--- src/rtl/pmt_pkg.sv ---
package pmt_pkg;
  typedef enum logic {
    CTX_USER   = 1'b0,
    CTX_KERNEL = 1'b1
  } ctx_e;
endpackage

--- src/rtl/pmt_map_bank.sv ---
module pmt_map_bank #(
  parameter int VPN_W = 6,
  parameter int PPN_W = 4
) (
  input  logic             clk_i,
  input  logic             rst_ni,
  input  logic [VPN_W-1:0] lk_vpn_i,
  output logic             lk_res_o,
  output logic [PPN_W-1:0] lk_ppn_o,
  input  logic             set_dirty_i,
  input  logic             we_i,
  input  logic             dclr_i,
  input  logic [VPN_W-1:0] sw_vpn_i,
  input  logic [PPN_W-1:0] wr_ppn_i,
  input  logic             wr_res_i,
  input  logic             wr_dirty_i,
  output logic             rd_res_o,
  output logic             rd_dirty_o,
  output logic [PPN_W-1:0] rd_ppn_o
);
  localparam int DEPTH = 1 << VPN_W;

  logic [DEPTH-1:0] res_q;
  logic [DEPTH-1:0] dirty_q;
  logic [PPN_W-1:0] ppn_q [DEPTH];
  logic             byp;

  // handler write overrides the stored entry for a colliding lookup
  assign byp      = we_i && (sw_vpn_i == lk_vpn_i);
  assign lk_res_o = byp ? wr_res_i : res_q[lk_vpn_i];
  assign lk_ppn_o = byp ? wr_ppn_i : ppn_q[lk_vpn_i];

  assign rd_res_o   = res_q[sw_vpn_i];
  assign rd_dirty_o = dirty_q[sw_vpn_i];
  assign rd_ppn_o   = ppn_q[sw_vpn_i];

  always_ff @(posedge clk_i or negedge rst_ni) begin
    if (!rst_ni) begin
      res_q   <= '0;
      dirty_q <= '0;
    end else begin
      for (int i = 0; i < DEPTH; i++) begin
        if (we_i && sw_vpn_i == VPN_W'(i)) begin
          res_q[i]   <= wr_res_i;
          dirty_q[i] <= wr_dirty_i | (set_dirty_i && lk_vpn_i == VPN_W'(i));
        end else if (set_dirty_i && lk_vpn_i == VPN_W'(i)) begin
          dirty_q[i] <= 1'b1;
        end else if (dclr_i && sw_vpn_i == VPN_W'(i)) begin
          dirty_q[i] <= 1'b0;
        end
      end
    end
  end

  always_ff @(posedge clk_i) begin
    if (we_i) ppn_q[sw_vpn_i] <= wr_ppn_i;
  end

  p_wr_res_r7: assert property (@(posedge clk_i) disable iff (!rst_ni)
    we_i |=> res_q[$past(sw_vpn_i)] == $past(wr_res_i));

  p_store_dirty_r6: assert property (@(posedge clk_i) disable iff (!rst_ni)
    set_dirty_i |=> dirty_q[$past(lk_vpn_i)]);

  p_clr_keeps_res_r8: assert property (@(posedge clk_i) disable iff (!rst_ni)
    (dclr_i && !we_i) |=> res_q[$past(sw_vpn_i)] == $past(res_q[sw_vpn_i]));
endmodule

--- src/rtl/pmt_fault_hold.sv ---
module pmt_fault_hold #(
  parameter int VPN_W = 6
) (
  input  logic             clk_i,
  input  logic             rst_ni,
  input  logic             fault_i,
  input  logic [VPN_W-1:0] vpn_i,
  input  logic             kernel_i,
  input  logic             ack_i,
  output logic             pending_o,
  output logic [VPN_W-1:0] vpn_o,
  output logic             kernel_o
);
  logic             pend_q;
  logic [VPN_W-1:0] vpn_q;
  logic             kern_q;

  always_ff @(posedge clk_i or negedge rst_ni) begin
    if (!rst_ni) begin
      pend_q <= 1'b0;
      vpn_q  <= '0;
      kern_q <= 1'b0;
    end else if (fault_i && (!pend_q || ack_i)) begin
      pend_q <= 1'b1;
      vpn_q  <= vpn_i;
      kern_q <= kernel_i;
    end else if (ack_i) begin
      pend_q <= 1'b0;
    end
  end

  assign pending_o = pend_q;
  assign vpn_o     = vpn_q;
  assign kernel_o  = kern_q;

  p_hold_keep_r10: assert property (@(posedge clk_i) disable iff (!rst_ni)
    (pending_o && !ack_i) |=> pending_o && $stable(vpn_o) && $stable(kernel_o));
endmodule

--- src/rtl/pmt_translator.sv ---
module pmt_translator
  import pmt_pkg::*;
#(
  parameter int VA_W   = 16,
  parameter int PAGE_W = 10,
  parameter int PA_W   = 14,
  localparam int VPN_W = VA_W - PAGE_W,
  localparam int PPN_W = PA_W - PAGE_W
) (
  input  logic             clk_i,
  input  logic             rst_ni,
  input  logic             req_valid_i,
  input  logic             req_write_i,
  input  logic             req_kernel_i,
  input  logic [VA_W-1:0]  req_vaddr_i,
  output logic             rsp_valid_o,
  output logic             rsp_fault_o,
  output logic [PA_W-1:0]  rsp_paddr_o,
  output logic             fault_pending_o,
  output logic             fault_kernel_o,
  output logic [VPN_W-1:0] fault_vpn_o,
  input  logic             fault_ack_i,
  input  logic             sw_we_i,
  input  logic             sw_dclr_i,
  input  logic             sw_kernel_i,
  input  logic [VPN_W-1:0] sw_vpn_i,
  input  logic [PPN_W-1:0] sw_ppn_i,
  input  logic             sw_res_i,
  input  logic             sw_dirty_i,
  output logic             sw_rd_res_o,
  output logic             sw_rd_dirty_o,
  output logic [PPN_W-1:0] sw_rd_ppn_o
);
  ctx_e             req_ctx;
  logic             sel;
  logic [VPN_W-1:0] vpn;
  logic [PAGE_W-1:0] off;

  logic [1:0]       lk_res;
  logic [PPN_W-1:0] lk_ppn [2];
  logic [1:0]       bank_we, bank_clr, bank_set;
  logic [1:0]       rd_res, rd_dirty;
  logic [PPN_W-1:0] rd_ppn [2];

  logic             hit;
  logic             rsp_valid_q, rsp_fault_q;
  logic [PA_W-1:0]  rsp_paddr_q;

  assign req_ctx = req_kernel_i ? CTX_KERNEL : CTX_USER;
  assign sel     = (req_ctx == CTX_KERNEL);
  assign vpn     = req_vaddr_i[VA_W-1:PAGE_W];
  assign off     = req_vaddr_i[PAGE_W-1:0];

  for (genvar g = 0; g < 2; g++) begin : g_map
    localparam logic G_K = (g == 1);
    assign bank_we[g]  = sw_we_i && (sw_kernel_i == G_K);
    assign bank_clr[g] = sw_dclr_i && (sw_kernel_i == G_K);
    assign bank_set[g] = req_valid_i && req_write_i && (sel == G_K) && lk_res[g];

    pmt_map_bank #(.VPN_W(VPN_W), .PPN_W(PPN_W)) u_bank (
      .clk_i       (clk_i),
      .rst_ni      (rst_ni),
      .lk_vpn_i    (vpn),
      .lk_res_o    (lk_res[g]),
      .lk_ppn_o    (lk_ppn[g]),
      .set_dirty_i (bank_set[g]),
      .we_i        (bank_we[g]),
      .dclr_i      (bank_clr[g]),
      .sw_vpn_i    (sw_vpn_i),
      .wr_ppn_i    (sw_ppn_i),
      .wr_res_i    (sw_res_i),
      .wr_dirty_i  (sw_dirty_i),
      .rd_res_o    (rd_res[g]),
      .rd_dirty_o  (rd_dirty[g]),
      .rd_ppn_o    (rd_ppn[g])
    );
  end

  assign sw_rd_res_o   = rd_res[sw_kernel_i];
  assign sw_rd_dirty_o = rd_dirty[sw_kernel_i];
  assign sw_rd_ppn_o   = rd_ppn[sw_kernel_i];

  assign hit = lk_res[sel];

  always_ff @(posedge clk_i or negedge rst_ni) begin
    if (!rst_ni) begin
      rsp_valid_q <= 1'b0;
      rsp_fault_q <= 1'b0;
      rsp_paddr_q <= '0;
    end else begin
      rsp_valid_q <= req_valid_i;
      rsp_fault_q <= req_valid_i && !hit;
      rsp_paddr_q <= (req_valid_i && hit) ? {lk_ppn[sel], off} : '0;
    end
  end

  assign rsp_valid_o = rsp_valid_q;
  assign rsp_fault_o = rsp_fault_q;
  assign rsp_paddr_o = rsp_paddr_q;

  pmt_fault_hold #(.VPN_W(VPN_W)) u_hold (
    .clk_i     (clk_i),
    .rst_ni    (rst_ni),
    .fault_i   (req_valid_i && !hit),
    .vpn_i     (vpn),
    .kernel_i  (sel),
    .ack_i     (fault_ack_i),
    .pending_o (fault_pending_o),
    .vpn_o     (fault_vpn_o),
    .kernel_o  (fault_kernel_o)
  );

  p_rsp_follow_r2: assert property (@(posedge clk_i) disable iff (!rst_ni)
    req_valid_i |=> rsp_valid_o);

  p_rsp_idle_r2: assert property (@(posedge clk_i) disable iff (!rst_ni)
    !req_valid_i |=> !rsp_valid_o && !rsp_fault_o);

  p_fault_zero_r3: assert property (@(posedge clk_i) disable iff (!rst_ni)
    rsp_fault_o |-> rsp_paddr_o == '0);

  p_offset_r4: assert property (@(posedge clk_i) disable iff (!rst_ni)
    req_valid_i |=> rsp_fault_o || rsp_paddr_o[PAGE_W-1:0] == $past(off));
endmodule

--- config.mk ---
export PLATFORM = sky130hd
export DESIGN_NAME = pmt_translator
export DESIGN_NICKNAME = d
export VERILOG_FILES = /design/src/rtl/pmt_pkg.sv /design/src/rtl/pmt_map_bank.sv /design/src/rtl/pmt_fault_hold.sv /design/src/rtl/pmt_translator.sv
export SDC_FILE = /design/constraint.sdc
export NUM_CORES = 1
export LEC_CHECK = 0
export ABC_CLOCK_PERIOD_IN_PS = 4600
export BUFFER_PORTS_ARGS = -buffer_cell sky130_fd_sc_hd__buf_4
export CAP_MARGIN = 0
export CORE_ASPECT_RATIO = 0.6
export CORE_MARGIN = 4
export CORE_UTILIZATION = 45
export CTS_BUF_LIST = sky130_fd_sc_hd__clkbuf_2
export DETAILED_ROUTE_END_ITERATION = 12
export PLACE_DENSITY = 0.75
export RECOVER_POWER = 50
export SETUP_SLACK_MARGIN = 0.3
export SLEW_MARGIN = 20
export SYNTH_ARGS = -nofsm -noshare
export SYNTH_HDL_FRONTEND = slang
export SYNTH_SLANG_ARGS = --single-unit
--- constraint.sdc ---
create_clock -name clk_i -period 4.6 [get_ports clk_i]
set_input_delay 1.15 -clock clk_i [delete_from_list [all_inputs] [get_ports clk_i]]
set_output_delay 1.15 -clock clk_i [all_outputs]
set_load 0.1 [all_outputs]
Word level (Yosys, flattened, before mapping)
Memory sizes are Yosys's and may differ from the RTL's.
Index checks and enable logic that the tools add are counted.
{"block": "word_totals", "mem_count": 2, "inputBits": 37, "reg_bits": 280, "ramBits": 512, "elab_cells": 1481}
{"block": "classes", "n_reduce_logical": 532, "n_eq_ne": 127, "n_lt_le_gt_ge": 6, "n_bitwise": 132, "muxes": 420}
{"memory": "g_map[0].u_bank.ppn_q", "words": 64, "width": 4, "read_ports": 2, "rd_ports_with_merged_regs": 0, "wr": 1, "line_no": "pmt_map_bank.sv:25", "text": "logic [PPN_W-1:0] ppn_q [DEPTH];"}
{"memory": "g_map[1].u_bank.ppn_q", "words": 64, "width": 4, "read_ports": 2, "rd_ports_with_merged_regs": 0, "wr": 1, "line_no": "pmt_map_bank.sv:25"}
{"op": "$mux 1", "n": 405}
{"op": "$logic_and 1x1->1", "n": 398}
{"op": "$eq 6x6->1 const B", "n": 64}
{"op": "$reduce_bool 3->1", "n": 128}
{"op": "$eq 6x5->1 const B", "n": 32}
{"op": "$or 1x1->1", "n": 128}
{"op": "$eq 6x4->1 const B", "n": 16}
{"op": "$eq 6x3->1 const B", "n": 8}
{"op": "$bmux 1 s6", "n": 6}
{"op": "$mux 4", "n": 8}
{"op": "$eq 6x2->1 const B", "n": 4}
{"op": "$lt 6x7->1 const B", "n": 2}
{"op": "$mux 14", "n": 1}
{"op": "$eq 6x1->1 const B", "n": 2}
{"op": "$logic_not 6->1", "n": 2}
{"op": "$eq 6x6->1", "n": 1}
{"op": "$ge 2x2->1 const B", "n": 2}
{"op": "$lt 1x2->1 const B", "n": 2}
{"op": "$not 1->2", "n": 2}
{"op": "$logic_not 1->1", "n": 2}
{"op": "$not 1->1", "n": 2}
{"op": "$reduce_bool 2->1", "n": 1}
{"op": "$logic_or 1x1->1", "n": 1}

Longest topological paths before layout
{"block": "depth", "depth_word": 10, "ltp_mapped": 12}

Modules after synthesis
From an unflattened synthesis, not the netlist that was laid out.
{"block": "unflattened", "cells_unflattened": 2516, "area_unflattened_um2": 39291.4}
{"module": "pmt_map_bank (g_map[1].u_bank)", "area_each_um2": 19159.6, "n_inst": 1, "cells_each": 1218, "seq_area_each_um2": 10890.4}
{"module": "pmt_map_bank (g_map[0].u_bank)", "area_each_um2": 19120.8, "n_inst": 1, "cells_each": 1221, "seq_area_each_um2": 10890.4}
{"module": "pmt_translator", "area_each_um2": 673.1, "n_inst": 1, "cells_each": 59, "seq_area_each_um2": 400.4}
{"module": "pmt_fault_hold", "area_each_um2": 337.8, "n_inst": 1, "cells_each": 18, "seq_area_each_um2": 200.2}

Worst setup path before layout
No wires, ideal clock.
{"block": "synth_path", "path_type": "input to output", "startpoint": "input port sw_vpn_i[1]", "endpoint": "output port sw_rd_ppn_o[0]", "arrival_time_ns": 3.783, "path_stages": 7, "required_time_ns": 3.450, "setup_slack_ns": -0.333, "path_cell_list": "clkbuf_1 -> clkbuf_1 -> clkbuf_1 -> mux4_2 -> mux4_2 -> mux4_2 -> mux2_2"}
{"block": "synth_via", "elab_chain_len": 4, "word_cells_on_any_way": 5}
{"item": "start, declared", "line_no": "pmt_translator.sv:26", "text": "input logic [VPN_W-1:0] sw_vpn_i,"}
{"item": "$mem_v2 64x4"}
{"item": "$mux 4 (not written as such) (*) (3 in series)", "line_no": "pmt_translator.sv:81", "text": "assign sw_rd_ppn_o = rd_ppn[sw_kernel_i];"}
{"item": "end, declared", "line_no": "pmt_translator.sv:32", "text": "output logic [PPN_W-1:0] sw_rd_ppn_o"}
Every way passes the cells marked *; elsewhere a longest branch is shown, timed or not. The select of a mux whose other input is x is not followed.

Worst setup path after layout
{"block": "layout_path", "startpoint": "input port sw_vpn_i[1]", "endpoint": "output port sw_rd_res_o"}
{"block": "layout_via", "elab_chain_len": 4, "word_cells_on_any_way": 6}
{"item": "$bmux 1 s6", "line_no": "pmt_map_bank.sv:33", "text": "assign rd_res_o = res_q[sw_vpn_i];"}
{"item": "$mux 1 (not written as such)", "line_no": "pmt_map_bank.sv:33"}
{"item": "$mux 1 (not written as such) (*) (2 in series)", "line_no": "pmt_translator.sv:79", "text": "assign sw_rd_res_o = rd_res[sw_kernel_i];"}
{"item": "end, declared", "line_no": "pmt_translator.sv:30", "text": "output logic sw_rd_res_o,"}
Marked as above.

==> out/qor.csv <==
metric,value,unit
slowest_stage,clkbuf_1,
ir_worst_vdd,0.2091,mV
topRoutingLayerUsed,met5,
grt_pass1_vias,25820,
die_y,234.5,um
cellLeakagePower,15.80,nW
worst_pin_slew,3.791,ns
path_class,in2out,
setup_tns,-3.931,ns
grt_overflow,0,
setup_ws,-0.7734,ns
drv_slew,590,
async_flop_share,0.3535,
power_frac_clock,0.330,
fin_skew,0.1421,ns
dp_hpwl,90.09,mm
vias,25900,
violations,"max-capacitance violations, max-slew violations, negative setup slack",
grt_pass1_wl,183.3,mm
route.detailed.drc,0,
path_cells,"clkbuf_8, buf_12, clkbuf_1, mux4_2, mux4_2, mux4_2, mux2_4, buf_12",
yosys-top-cells-area,"edfxtp_1, mux4_2, dfrtp_1",
synth_warnings,0,
wl,127.2,mm
seq_area_frac_synth,0.5818,
critPathMostFrequentCell,mux4_2,
routed-wl-met2,50.81,mm
endpoint_kind,primary output,
worstPathRequired,3.45,ns
core_area,84130,um2
slew_headroom,-1.527,
clock_latency,1.53,ns
ys_seq_elements,792,
clock-root-buffer,clkbuf_2,
hp-class,in2reg,
cts_tree,yes,
boundaryPins,67,
grt_max_degree,107,
max_freq,186.1,MHz
finalSetupViolations,6,
outcome,"finished, violations left",
syn_inst,2215,
wl_per_cell,33.53,um
final_antenna_net_count,0,
p_sw_frac,0.2914,
numCtsBuffers,182,
critPathArrivalTime,4.22,ns
drv_cap,11,
dr_wl_met3,23.22,mm
cp-start-kind,input pin,
portBuffers,66,
max_stage_delay,0.64,ns
synth-edff-count,512,
synth_area,38470,um2
drt-pass1-iter-count,7,
area_delta_synth_final,13.15,%
fin_util,0.5174,
fin_crit_sh,1.168,
powerDensity,347.8,nW/um2
place_ws,-0.6214,ns
synth.largest_area_cell,edfxtp_1,
die_x,385.5,um
place.gp.congestion,0.9931,
viasPerCell,6.825,
finalPower,15.14,mW
drive_gt1_frac,0.4315,
clock-sinks,792,
synth_top_area_frac,0.3996,
finalHoldViolCount,0,
layout.nets,2541,
p_sw,4.411,mW
die-area,90390,um2
rows,82,
drtIter0Drc,4278,
h-tree-depth,4,
synth_area_per_cell,17.37,um2
clk_path_buf_depth,3,
period_needed,5.373,ns
synth.distinct_cells,46,
synthFlopType,edfxtp_1,
power_frac_seq,0.528,
power_frac_comb,0.142,
p_int,10.73,mW
critPathMaxFanout,15,
initial_core_util,0.4573,
routedLengthMet1,49.44,mm
syn-num-nets,2252,
rsz0062_at_grt,true,
grt_usage,0.2848,
path_clk_slew,0.09,ns
antenna_found_initial,8,
==> cell type report <==
| cell class | count | area (um2) |
|---|---|---|
| fillers | 6889 | 40600 |
| repair buffers | 293 | 2603 |
| flip-flops and latches | 792 | 22380 |
| well taps | 1134 | 1419 |
| diodes | 4 | 10.01 |
| inverters | 12 | 45.04 |
| clock inverters | 60 | 431.7 |
| clock buffers | 276 | 1381 |
| multi-input cells | 1223 | 15260 |
==> per-stage QoR <==
step	instances	area [um2]	hold slack (ns)
2_1_floorplan	2215	38700	0.4787
3_3_place_gp	3432	41540	0.4731
3_5_place_dp	3432	41540	0.4849
4_1_cts	3788	43620	0.1080
5_1_grt	3793	43530	0.3259
6_report	3794	43530	0.4088
==> logic make-up (layout without fill, tap and decap cells) <==
logic type	count (synthesis)	after routing	share of synthesized area
buf+inv	200	641	0.02306
compound gates	314	314	0.05763
flops	792	792	0.5818
xor+xnor	6	6	0.001366
simple gates	302	302	0.03249
other cells	0	4	0
mux	601	601	0.3037
==> worst paths after layout <==
kind | startpoint | endpoint | slack (ns) | cells past startpoint
worst max-delay path | sw_vpn_i[1] | sw_rd_res_o | -0.77 | 8
worst min-delay path | fault_ack_i | u_hold.pending_o | 0.41 | 3
worst max register to register | g_map[0].u_bank.res_q[58] | rsp_paddr_o[11] | 1.32 | 8
worst min register to register | u_hold.vpn_o[4] | u_hold.vpn_o[4] | 0.51 | 1
max in group asynchronous | rst_ni | g_map[0].u_bank.dirty_q[38] | 0.73 | 3
min in group asynchronous | rst_ni | rsp_paddr_o[4] | 1.16 | 2
==> what timing repair did <==
action	4_1_cts	5_1_grt
setup endpoints to repair	6	6
setup buffers	2	2
hold endpoints to repair	167	0
resized for setup	18	0
hold buffers	18	0
==> registers in the layout (all words and copies together), names as in the netlist <==
signal and count:
rsp_valid_o 1, u_hold.vpn_o 6, u_hold.pending_o 1, g_map.u_bank.ppn_q 512, rsp_fault_o 1, rsp_paddr_o 14, u_hold.kernel_o 1, g_map.u_bank.res_q 128
g_map.u_bank.dirty_q 128
==> layer usage <==
layer,GRT usage,vias up
met2,0.3665,2238
met1,0.4093,13400
li1,-,9950
met5,0.008995,-
met4,0.08671,12
met3,0.1572,299
==> critical path, delay by kind of cell <==
kind | cells | cell delay, ns
buffers and inverters | 4 | 1.25
multiplexers | 4 | 1.79
==> synthesized netlist by cell type, drive strengths merged (2+ instances only) <==
cell type  count
edfxtp       512
mux4         438
dfrtp        280
nor2         155
mux2         150
o21ai        138
o221ai       130
clkbuf       107
nand2         98
buf           81
mux2i         13
nor2b         13
inv           12
nor3          12
a211oi        11
a22o           8
nand3          7
a22oi          6
nand2b         6
xnor2          6
a2111oi        4
and2           4
o22ai          4
a21oi          3
a311oi         3
nor4           3
a31oi          2
==> cells in the final DEF, fill, tap and decap left out, types with 18 or more instances in the layout <==
| cell type | instances |
|---|---|
| nor2_1 | 155 |
| o221ai_1 | 130 |
| mux2_2 | 142 |
| dfrtp_1 | 280 |
| buf_4 | 212 |
| clkinv_1 | 40 |
| buf_12 | 33 |
| clkbuf_2 | 280 |
| o21ai_0 | 136 |
| edfxtp_1 | 512 |
| dlygate4sd3_1 | 18 |
| nand2_1 | 97 |
| mux4_2 | 438 |
| clkbuf_1 | 20 |
==> power by group through the flow <==
stage / Clock [mW] / Combinational [mW] / Sequential, mW
2_1_floorplan: 0 / 1.19 / 8.21
3_3_place_gp: 0 / 2.01 / 8.11
3_5_place_dp: 0 / 2.06 / 8.13
4_1_cts: 5.07 / 2.11 / 7.98
5_1_grt: 5.43 / 2.24 / 8.02
6_report: 5.00 / 2.15 / 7.99
(Power assumes the default switching activity.)
